`src/rtl/xpf_pkg.sv`:
```
package xpf_pkg;

    localparam int LANES = 4;

    typedef enum logic [1:0] {
        ST_IDLE = 2'd0,
        ST_REQ  = 2'd1,
        ST_DATA = 2'd2
    } fsm_e;

    typedef struct packed {
        logic [1:0] wsel;
        logic [1:0] bsel;
    } cfg_t;

    typedef struct packed {
        logic        en;
        logic [31:0] data;
        logic [1:0]  skip;
        logic [2:0]  nbytes;
    } push_t;

    function automatic logic [2:0] wbytes(input logic [1:0] wsel);
        case (wsel)
            2'd0:    return 3'd1;
            2'd1:    return 3'd2;
            default: return 3'd4;
        endcase
    endfunction

    function automatic logic [1:0] wshift(input logic [1:0] wsel);
        case (wsel)
            2'd0:    return 2'd0;
            2'd1:    return 2'd1;
            default: return 2'd2;
        endcase
    endfunction

    function automatic logic [5:0] unit_bytes(input logic [1:0] wsel,
                                              input logic [1:0] bsel,
                                              input logic [5:0] cap);
        logic [5:0] u;
        u = 6'(wbytes(wsel)) << bsel;
        return (u > cap) ? cap : u;
    endfunction

    function automatic logic [3:0] burst_beats(input logic [5:0] unit,
                                               input logic [4:0] addr_lo,
                                               input logic [1:0] wsel);
        logic [5:0] off;
        logic [5:0] len;
        off = {1'b0, addr_lo} & (unit - 6'd1);
        len = unit - off;
        return 4'(len >> wshift(wsel));
    endfunction

    function automatic logic [2:0] size_bytes(input logic [1:0] sz);
        case (sz)
            2'd0:    return 3'd1;
            2'd1:    return 3'd2;
            default: return 3'd4;
        endcase
    endfunction

endpackage

```
`src/rtl/xpf_store.sv`:
```
module xpf_store
    import xpf_pkg::*;
#(
    parameter  int DEPTH = 16,
    localparam int PW    = $clog2(DEPTH),
    localparam int CW    = PW + 1
) (
    input  logic          clk,
    input  logic          rst,
    input  logic          flush,
    input  logic          pop_en,
    input  logic [2:0]    pop_bytes,
    input  push_t         push,
    output logic [31:0]   head_word,
    output logic [CW-1:0] count
);

    logic [7:0]    mem [DEPTH];
    logic [PW-1:0] rd_ptr;
    logic [PW-1:0] wr_ptr;
    logic [CW-1:0] cnt_q;
    logic [31:0]   shifted;

    assign shifted = push.data >> {push.skip, 3'b000};
    assign count   = cnt_q;

    always_ff @(posedge clk) begin
        for (int k = 0; k < LANES; k++) begin
            if (push.en && (3'(k) < push.nbytes))
                mem[wr_ptr + PW'(k)] <= shifted[8*k +: 8];
        end
    end

    generate
        for (genvar k = 0; k < LANES; k++) begin : g_rd_lane
            assign head_word[8*k +: 8] = mem[rd_ptr + PW'(k)];
        end
    endgenerate

    always_ff @(posedge clk) begin
        if (rst || flush) begin
            rd_ptr <= '0;
            wr_ptr <= '0;
            cnt_q  <= '0;
        end else begin
            if (pop_en)
                rd_ptr <= rd_ptr + PW'(pop_bytes);
            if (push.en)
                wr_ptr <= wr_ptr + PW'(push.nbytes);
            cnt_q <= cnt_q - (pop_en ? CW'(pop_bytes) : CW'(0))
                           + (push.en ? CW'(push.nbytes) : CW'(0));
        end
    end

    // the queue never holds more bytes than its depth
    p_no_overflow_r3: assert property (@(posedge clk) disable iff (rst)
        cnt_q <= CW'(DEPTH));

    // a pop never takes more bytes than are queued
    p_pop_avail_r6: assert property (@(posedge clk) disable iff (rst)
        pop_en |-> (CW'(pop_bytes) <= cnt_q));

endmodule

```
`src/rtl/xpf_fetch_fsm.sv`:
```
module xpf_fetch_fsm
    import xpf_pkg::*;
#(
    parameter int AW = 32
) (
    input  logic          clk,
    input  logic          rst,
    input  logic [1:0]    wsel,
    input  logic [5:0]    unit,
    input  logic          issue_ok,
    input  logic          ext_req,
    input  logic          flush,
    input  logic [AW-1:0] fetch_addr,
    input  logic          bus_rvalid,
    input  logic          bus_done,
    output logic          bus_req,
    output logic [AW-1:0] bus_addr,
    output logic [3:0]    bus_beats,
    output logic          busy,
    output logic          ext_gnt,
    output logic          issue,
    output logic [5:0]    issue_len,
    output logic          beat_take,
    output logic [AW-1:0] beat_addr
);

    fsm_e          st;
    logic          discard;
    logic [AW-1:0] addr_q;
    logic [AW-1:0] baddr_q;
    logic [3:0]    beats_q;
    logic [3:0]    nbeats;

    assign nbeats    = burst_beats(unit, fetch_addr[4:0], wsel);
    assign issue     = (st == ST_IDLE) && issue_ok && !ext_req && !flush;
    assign issue_len = 6'(nbeats) << wshift(wsel);
    assign ext_gnt   = ext_req && (st == ST_IDLE);
    assign busy      = (st != ST_IDLE);
    assign bus_req   = (st == ST_REQ);
    assign bus_addr  = addr_q;
    assign bus_beats = beats_q;
    assign beat_take = (st == ST_DATA) && bus_rvalid && !discard && !flush;
    assign beat_addr = baddr_q;

    always_ff @(posedge clk) begin
        if (rst) begin
            st      <= ST_IDLE;
            discard <= 1'b0;
            addr_q  <= '0;
            baddr_q <= '0;
            beats_q <= '0;
        end else begin
            case (st)
                ST_IDLE: begin
                    if (issue) begin
                        st      <= ST_REQ;
                        addr_q  <= fetch_addr;
                        baddr_q <= fetch_addr;
                        beats_q <= nbeats;
                    end
                end
                ST_REQ: begin
                    st <= ST_DATA;
                    if (flush)
                        discard <= 1'b1;
                end
                ST_DATA: begin
                    if (bus_rvalid)
                        baddr_q <= baddr_q + AW'(wbytes(wsel));
                    if (bus_done) begin
                        st      <= ST_IDLE;
                        discard <= 1'b0;
                    end else if (flush) begin
                        discard <= 1'b1;
                    end
                end
                default: st <= ST_IDLE;
            endcase
        end
    end

    // the request is a single-cycle pulse
    p_req_pulse_r9: assert property (@(posedge clk) disable iff (rst)
        bus_req |=> !bus_req);

    // no burst is issued in the cycle after a pending external request
    p_no_issue_ext_r8: assert property (@(posedge clk) disable iff (rst)
        bus_req |-> !$past(ext_req));

    // beat count is within 1..8
    p_beats_r2: assert property (@(posedge clk) disable iff (rst)
        bus_req |-> (bus_beats != 4'd0 && bus_beats <= 4'd8));

    // a burst ends at or before its aligned block edge
    p_boundary_r4: assert property (@(posedge clk) disable iff (rst)
        bus_req |-> ((({1'b0, bus_addr[4:0]} & (unit - 6'd1))
                      + (6'(bus_beats) << wshift(wsel))) <= unit));

endmodule

```
`src/rtl/xbus_prefetch.sv`:
```
module xbus_prefetch
    import xpf_pkg::*;
#(
    parameter  int AW    = 32,
    parameter  int DEPTH = 16,
    localparam int CW    = $clog2(DEPTH) + 1
) (
    input  logic          clk,
    input  logic          rst,
    input  logic [1:0]    cfg_width,
    input  logic [1:0]    cfg_burst,
    input  logic          pf_enable,
    input  logic          cpu_rd_req,
    input  logic [AW-1:0] cpu_rd_addr,
    input  logic [1:0]    cpu_rd_size,
    output logic          cpu_rd_hit,
    output logic          cpu_rd_miss,
    output logic          cpu_rd_wait,
    output logic [31:0]   cpu_rd_data,
    input  logic          snp_wr_valid,
    input  logic [AW-1:0] snp_wr_addr,
    input  logic          ext_req,
    output logic          ext_gnt,
    output logic          bus_req,
    output logic [AW-1:0] bus_addr,
    output logic [3:0]    bus_beats,
    input  logic          bus_rvalid,
    input  logic [31:0]   bus_rdata,
    input  logic          bus_done,
    output logic          busy
);

    cfg_t          cfg;
    logic [5:0]    unit;
    logic [2:0]    wb;
    logic [2:0]    rd_bytes;
    logic [AW-1:0] head_q;
    logic [AW-1:0] nfetch_q;
    logic          pf_valid_q;
    logic [AW-1:0] occ_raw;
    logic [AW-1:0] occ;
    logic          snp_hit;
    logic          at_head;
    logic          enough;
    logic          flush;
    logic          issue_ok;
    logic          issue;
    logic [5:0]    issue_len;
    logic          beat_take;
    logic [AW-1:0] beat_addr;
    logic [AW-1:0] dlt;
    logic [1:0]    skip;
    push_t         push;
    logic [CW-1:0] count;
    logic [31:0]   head_word;

    assign cfg      = '{wsel: cfg_width, bsel: cfg_burst};
    assign unit     = unit_bytes(cfg.wsel, cfg.bsel, 6'(DEPTH));
    assign wb       = wbytes(cfg.wsel);
    assign rd_bytes = size_bytes(cpu_rd_size);

    // bytes buffered or in flight; zero while the fetch pointer trails the head
    assign occ_raw  = nfetch_q - head_q;
    assign occ      = occ_raw[AW-1] ? '0 : occ_raw;

    assign snp_hit  = snp_wr_valid && pf_valid_q && ((snp_wr_addr - head_q) < occ);
    assign at_head  = pf_valid_q && (cpu_rd_addr == head_q);
    assign enough   = (count >= CW'(rd_bytes));

    assign cpu_rd_hit  = cpu_rd_req && at_head && enough && !snp_hit;
    assign cpu_rd_wait = cpu_rd_req && at_head && !enough && !snp_hit;
    assign cpu_rd_miss = cpu_rd_req && !(at_head && !snp_hit);
    assign flush       = cpu_rd_miss || snp_hit;

    assign issue_ok = pf_valid_q && pf_enable && ((occ + AW'(unit)) <= AW'(DEPTH));

    always_comb begin
        case (cpu_rd_size)
            2'd0:    cpu_rd_data = {24'd0, head_word[7:0]};
            2'd1:    cpu_rd_data = {16'd0, head_word[15:0]};
            default: cpu_rd_data = head_word;
        endcase
        if (!cpu_rd_hit)
            cpu_rd_data = '0;
    end

    // leading bytes of a beat that lie below the head are dropped
    assign dlt  = head_q - beat_addr;
    assign skip = (dlt < AW'(wb)) ? dlt[1:0] : 2'd0;

    always_comb begin
        push.en     = beat_take;
        push.data   = bus_rdata;
        push.skip   = skip;
        push.nbytes = wb - {1'b0, skip};
    end

    always_ff @(posedge clk) begin
        if (rst) begin
            head_q     <= '0;
            nfetch_q   <= '0;
            pf_valid_q <= 1'b0;
        end else if (flush) begin
            if (cpu_rd_miss) begin
                head_q     <= cpu_rd_addr;
                nfetch_q   <= cpu_rd_addr & ~(AW'(wb) - AW'(1));
                pf_valid_q <= 1'b1;
            end else begin
                pf_valid_q <= 1'b0;
            end
        end else begin
            if (cpu_rd_hit)
                head_q <= head_q + AW'(rd_bytes);
            if (issue)
                nfetch_q <= nfetch_q + AW'(issue_len);
        end
    end

    xpf_fetch_fsm #(.AW(AW)) u_fsm (
        .clk        (clk),
        .rst        (rst),
        .wsel       (cfg.wsel),
        .unit       (unit),
        .issue_ok   (issue_ok),
        .ext_req    (ext_req),
        .flush      (flush),
        .fetch_addr (nfetch_q),
        .bus_rvalid (bus_rvalid),
        .bus_done   (bus_done),
        .bus_req    (bus_req),
        .bus_addr   (bus_addr),
        .bus_beats  (bus_beats),
        .busy       (busy),
        .ext_gnt    (ext_gnt),
        .issue      (issue),
        .issue_len  (issue_len),
        .beat_take  (beat_take),
        .beat_addr  (beat_addr)
    );

    xpf_store #(.DEPTH(DEPTH)) u_store (
        .clk       (clk),
        .rst       (rst),
        .flush     (flush),
        .pop_en    (cpu_rd_hit),
        .pop_bytes (rd_bytes),
        .push      (push),
        .head_word (head_word),
        .count     (count)
    );

    // a miss leaves the queue empty in the next cycle
    p_miss_empties_r7: assert property (@(posedge clk) disable iff (rst)
        cpu_rd_miss |=> (count == '0));

    // a snoop hit without a read halts read-ahead
    p_snoop_halts_r10: assert property (@(posedge clk) disable iff (rst)
        (snp_hit && !cpu_rd_req) |=> !pf_valid_q);

    // while disabled and idle, no burst starts
    p_disabled_r12: assert property (@(posedge clk) disable iff (rst)
        (!pf_enable && !busy) |=> !busy);

    // a request is only out when buffered plus in-flight bytes fit
    p_space_r3: assert property (@(posedge clk) disable iff (rst)
        bus_req |-> (occ <= AW'(DEPTH)));

endmodule

```
`config.mk`:
```
export PLATFORM = sky130hd
export DESIGN_NAME = xbus_prefetch
export DESIGN_NICKNAME = d
export VERILOG_FILES = /design/src/rtl/xpf_pkg.sv /design/src/rtl/xpf_store.sv /design/src/rtl/xpf_fetch_fsm.sv /design/src/rtl/xbus_prefetch.sv
export SDC_FILE = /design/constraint.sdc
export NUM_CORES = 2
export LEC_CHECK = 0
export BUFFER_PORTS_ARGS = -buffer_cell sky130_fd_sc_hd__buf_2
export CAP_MARGIN = 15
export CORE_ASPECT_RATIO = 0.75
export CORE_MARGIN = 2
export CORE_UTILIZATION = 45
export CTS_BUF_LIST = sky130_fd_sc_hd__clkbuf_2 sky130_fd_sc_hd__clkbuf_4 sky130_fd_sc_hd__clkbuf_8
export DETAILED_ROUTE_END_ITERATION = 8
export GPL_ROUTABILITY_DRIVEN = 0
export SLEW_MARGIN = 30
export SYNTH_ARGS = -nofsm -noshare
export SYNTH_HDL_FRONTEND = slang
export SYNTH_HIERARCHICAL = 1
export SYNTH_SLANG_ARGS = --single-unit
export TNS_END_PERCENT = 20
```
`constraint.sdc`:
```
create_clock -name clk -period 15.2 [get_ports clk]
set_clock_uncertainty 0.2 [all_clocks]
set_input_delay 4.56 -clock clk [delete_from_list [all_inputs] [get_ports clk]]
set_output_delay 4.56 -clock clk [all_outputs]
set_load 0.05 [all_outputs]
```
Word level (Yosys, flattened, before mapping)
Memory sizes are Yosys's and may differ from the RTL's. A register that Yosys moved wholly into a read port is not among the register bits.
Index checks and enable logic that the tools add are counted.

word-level totals
  bits in registers = 149
  RAM bits = 128
  input bits = 110
  output and inout port bits = 74
  word-level logic and storage cells = 141
  memories kept = 1

memory list
  memory       words  bits a word  read ports  clocked after Yosys merged registers in  wr ports  line             text
  u_store.mem  16     8            4           1                                        4         xpf_store.sv:18  logic [7:0] mem [DEPTH];

operators by class
  add/subtract/negate cells = 21
  magnitude comparators = 9
  equality and inequality tests = 9
  shift-type cells = 4
  muxes and demuxes = 39
  bitwise operators = 3
  reduce and logical (&&, ||, !) cells = 44

operators with widths
  operator               number
  $mux W32               9
  $pmux W32 S2           2
  $sub A32 B32 Y32       3
  $add A32 B3 Y32        2
  $add A31 B6 Y32        1
  $add A32 B6 Y32        1
  $and A32 B32 Y32       1
  $eq A32 B32 Y1         1
  $le A32 B5 Y1 const B  1
  $lt A32 B3 Y1          1
  $lt A32 B31 Y1         1
  $not A32 Y32           1
  $shr A32 B5 Y32        1
  $mux W31               1
  $logic_and A1 B1 Y1    23
  $add A4 B2 Y4 const B  4
  $mux W3                5
  $pmux W3 S2            2
  $mux W1                11
  $reduce_bool A2 Y1     5
  $add A4 B1 Y4 const B  2
  $add A4 B3 Y4          2
  $mux W4                2
  $ne A2 B2 Y1 const B   4
  26 further kinds       43

Logic depth before layout (Yosys ltp)
  depth in word-level cells = 14
  mapped depth = 43
  depth with buffers taken out = 38

Modules after synthesis
The synthesis kept the hierarchy.

by module, submodules not included
  module         times used  cells an instance  area an instance (um2)  sequential area each (um2)
  xpf_store      1           1,314              13,914.6                4,184.0
  xbus_prefetch  1           1,661              11,584.9                1,301.2
  xpf_fetch_fsm  1           511                3,886.2                 1,421.4

Least setup slack after synthesis
No wires, ideal clock.

  path type = input-to-output
  from = input snp_wr_addr[0]
  to = output cpu_rd_data[30]
  arrival time = 10.023 ns
  data required time = 10.440 ns
  setup slack = 0.417 ns
  cell stages on the path = 24
  path buffers = 1
  cells stage by stage = inv_1 -> ha_1 -> inv_1 -> fa_1 -> a21o_1 -> a21oi_1 -> o21ai_0 -> a21oi_1 -> o22ai_1 -> a31oi_1 -> a21oi_1 -> o41ai_1 -> o31ai_1 -> a221oi_1 -> xnor2_1 -> ha_1 -> nand3_1 -> nor4_1 -> a21oi_1 -> o31ai_1 -> o41ai_2 -> nor3b_1 -> clkbuf_1 -> and3_1

between the ends
  cells in the longest elaborated chain, start to end = 6

ends and longest elaborated chain
  element               line                 text
  start: declaration    xbus_prefetch.sv:21  input logic [AW-1:0] snp_wr_addr,
  $sub A32 B32 Y32      xbus_prefetch.sv:66  assign snp_hit = snp_wr_valid && pf_valid_q && ((snp_wr_addr - head_q) < occ);
  $lt A32 B31 Y1        xbus_prefetch.sv:66
  $logic_and A1 B1 Y1   xbus_prefetch.sv:66
  $logic_not A1 Y1      xbus_prefetch.sv:70  assign cpu_rd_hit = cpu_rd_req && at_head && enough && !snp_hit;
  $logic_and A1 B1 Y1   xbus_prefetch.sv:70
  named net cpu_rd_hit  xbus_prefetch.sv:16  output logic cpu_rd_hit,
  $mux W32              xbus_prefetch.sv:83  if (!cpu_rd_hit)
  end: declaration      xbus_prefetch.sv:19  output logic [31:0] cpu_rd_data,

The timed path passes the listed nets, and every way through them passes these cells.

Worst setup path after layout
  from = input snp_wr_addr[0]
  to = output cpu_rd_data[15]

between the ends
  cells in the longest elaborated chain, start to end = 6

ends and longest elaborated chain
  element              line
  $sub A32 B32 Y32     xbus_prefetch.sv:66
  $lt A32 B31 Y1       xbus_prefetch.sv:66
  $logic_and A1 B1 Y1  xbus_prefetch.sv:66
  $logic_not A1 Y1     xbus_prefetch.sv:70
  $logic_and A1 B1 Y1  xbus_prefetch.sv:70
  $mux W32             xbus_prefetch.sv:83

No other way between the ends.

==> results.toml <==
[clocking]
cts_root_buf = "clkbuf_8"
clk_pin_slew_ns = 0.06
cts.path.max_buffers = 3
cts_hold_buf = 0
htreeDepth = 2
cts_buffers = 51
clock-sinks = 281
clk_latency_ns = 0.66
cts_tree = "built"

[route]
initialDrtViolationCount = 4127
first_pass_iters = 8
drt_wl_total_um = 116000
wl_per_cell_um = 25.9
via_count = 29400
drc_errors = 0
avgViaCountPerCell = 6.56
ant_nets = 0

[synth]
synth-edff-count = 128
async_reset_ff_share_pct = 0
synthTopCellsByCount = "nor2_1, nand2_1, a21oi_1"
yosysTopAreaCell = "edfxtp_1"
yosys_warnings = 6
synth_top_area_share_pct = 13.1
postSynthCellCount = 3486
synth-seq-cells = 281
synth_seq_area_share_pct = 23.5
yosysMostFrequentCell = "nor2_1"
synth.distinct_cells = 113
syn_area_per_cell_sq_um = 8.43
synthFlopType = "dfxtp_1"
syn-cell-area_sq_mm = 0.0294
synth.area.top_cells = "edfxtp_1, dfxtp_1, mux4_2"

[power]
finalPower_mw = 2.53
p_per_area_mw_per_mm2 = 78.3
sequentialPowerShare_pct = 33.5
power.switching_mw = 0.919
ir_drop_mv = 0.0534
leakagePower_nw = 12.5
internal_power_mw = 1.61
power_frac_clock_pct = 33.3
sw_frac_of_total_pct = 36.4
combPwrFrac_pct = 33.2

[finish]
drive_gt1_share_pct = 16.3
fillers = 6326
multi_input_area_sq_mm = 0.0210
nNetsFinal = 3872
regArea_sq_mm = 0.00691
area_delta_synth_final_pct = 9.82

[setup_path]
timing.rr.end = "u_store/mem[4][4]$_DFFE_PP_"
path_class = "input pin to primary output"
cp_slowest_cell = "fa_1"
reg2reg_depth = 29
cp-startpoint = "snp_wr_addr[0]"
crit_fanout = 9
cp.arrival_ns = 9.99
critPathMostFrequentCell = "buf_4"
setup.worst_path.start_class = "input pin"
reg2reg_from = "head_q[1]$_SDFFE_PP0P_"
max_stage_delay_ns = 0.39
required_ns = 10.44
r2r_setup_slack_ns = 5.72
crit_path_end_kind = "primary output"
cp-endpoint = "cpu_rd_data[15]"

[sta]
maxSlewViolCount = 0
min_period_ns = 14.75
setup_viol = 0
tns_ns = 0
hold_viol_final = 0
timing.fmax_mhz = 67.8
relSlewSlack_pct = 22.3
finalCritPeriodShare_pct = 97.0
rsz0062_at_grt = "no"
tightest_slew_ns = 1.16

[die]
initial_utilization_pct = 45.3
coreArea_sq_mm = 0.0649
die_y_um = 225
io_pins = 184
die_area_sq_mm = 0.0674
core.rowCount = 81
die-width_um = 299

[placement]
io_buffers = 183
hpwl_um = 88100

[run]
cap_violations = 0

[global_routing]
grt_start_max_net_pins = 94
grt_antenna_before_repair = 5
overflow = 0
grt_pass1_wl_um = 169000
grtUsageTotal_pct = 33.4
grt_pass1_vias = 26000

[run_status]
status = "finished, final reports clean"

[hold_path]
worstHoldPathType = "flop to flop"
-- sequential cells by signal (all words and copies together), names as in the netlist, named ones only --
| register | flops |
|---|---|
| u_store/count | 5 |
| head_q | 32 |
| u_fsm/bus_beats | 4 |
| u_fsm/bus_addr | 32 |
| pf_valid_q | 1 |
| nfetch_q | 32 |
| u_store/mem | 128 |
| u_store/wr_ptr | 4 |
| u_fsm/st | 2 |
| u_fsm/beat_addr | 32 |
| u_fsm/discard | 1 |
| u_store/rd_ptr | 4 |
-- cells in the final DEF, fill, tap and decap left out, drive strengths merged, types with 54 or more instances in the layout --
cell type / instances
and3: 58
buf: 242
dfxtp: 153
clkbuf: 74
a21oi: 262
nand3: 97
a21o: 62
nand2: 270
mux2i: 169
xnor2: 76
nor3: 86
xor2: 54
mux4: 121
edfxtp: 128
ha: 172
and2: 63
nor2: 288
o21ai: 241
o22ai: 112
inv: 174
a211oi: 65
-- stage by stage --
stage                     util, %  setup WS, ns  area (sq um)  cells  hold slack, ns
after floorplan                 -         0.417         29400   3488           0.262
after global placement       47.8         0.192         31000   4391           0.240
after detailed placement     47.8         0.138         31000   4393           0.246
after CTS                    49.6        0.0994         32200   4486           0.255
after global routing         49.7        0.0249         32300   4488           0.276
final                        49.8         0.454         32300   4491           0.255
-- worst max-delay path, delay by kind of cell --
kind | cells | cell delay (ns)
buffers and inverters | 7 | 1.09
XOR/XNOR | 1 | 0.13
AO/OA/AOI/OAI | 14 | 2.54
adder cells (fa/ha/maj) | 3 | 0.86
AND/OR/NAND/NOR | 4 | 0.77
-- area by class of cell --
type                            instances  share of cell area [%]
Clock inverter                         20                   0.717
Timing Repair Buffer                  243                    4.30
Sequential cell                       281                    21.4
Inverter                              176                    2.05
Clock buffer                           73                    2.92
Antenna cell                            3                  0.0233
Multi-Input combinational cell       2824                    65.2
Tap cell                              871                    3.38
-- kinds of logic (layout without fill, tap and decap cells) --
family	Yosys count	after routing	share of synthesized area (%)
simple gates	1114	1114	19.1
compound gates	1059	1059	23.1
buf+inv	383	512	5.42
mux	333	333	16.7
flops	281	281	23.5
fa+ha+maj	185	185	8.21
xor+xnor	130	130	3.93
other cells	1	6	0.0128
-- per-layer routing --
| layer | track usage, % | vias to the layer above | wire [um] |
|---|---|---|---|
| met3 | 15.5 | 210 | 19600 |
| li1 | - | 13400 | - |
| met4 | 8.69 | 2 | 2900 |
| met1 | 51.6 | 13900 | 52600 |
| met2 | 40.0 | 1966 | 41100 |
| met5 | 0 | - | 13 |
-- power groups by stage --
stage / logic (mW) / clock network, mW / registers [mW]
5_1_grt: 0.925 / 0.882 / 0.845
6_report: 0.838 / 0.842 / 0.846
3_5_place_dp: 0.810 / 0 / 0.858
3_3_place_gp: 0.806 / 0 / 0.858
4_1_cts: 0.814 / 0.852 / 0.841
2_1_floorplan: 0.610 / 0 / 0.834
-- worst min-delay path by stage --
stage                                           end  cells after the start                             from  slack [ns]
floorplan           u_fsm/beat_addr[1]$_SDFFE_PP0P_                      2  u_fsm/beat_addr[1]$_SDFFE_PP0P_        0.26
finish              u_fsm/bus_addr[15]$_SDFFE_PP0P_                      2  u_fsm/bus_addr[15]$_SDFFE_PP0P_        0.26
detailed placement   u_fsm/bus_addr[1]$_SDFFE_PP0P_                      2   u_fsm/bus_addr[1]$_SDFFE_PP0P_        0.25
global route        u_fsm/bus_addr[31]$_SDFFE_PP0P_                      2  u_fsm/bus_addr[31]$_SDFFE_PP0P_        0.28
CTS                  u_fsm/bus_addr[1]$_SDFFE_PP0P_                      2   u_fsm/bus_addr[1]$_SDFFE_PP0P_        0.25
global placement     u_fsm/bus_addr[7]$_SDFFE_PP0P_                      2   u_fsm/bus_addr[7]$_SDFFE_PP0P_        0.24
-- repair_timing --
item,in CTS,in global routing
gates resized for setup,0,5
setup endpoints to repair,0,33
buffers inserted,0,1
Note: power is estimated with default switching activity, not from simulation.
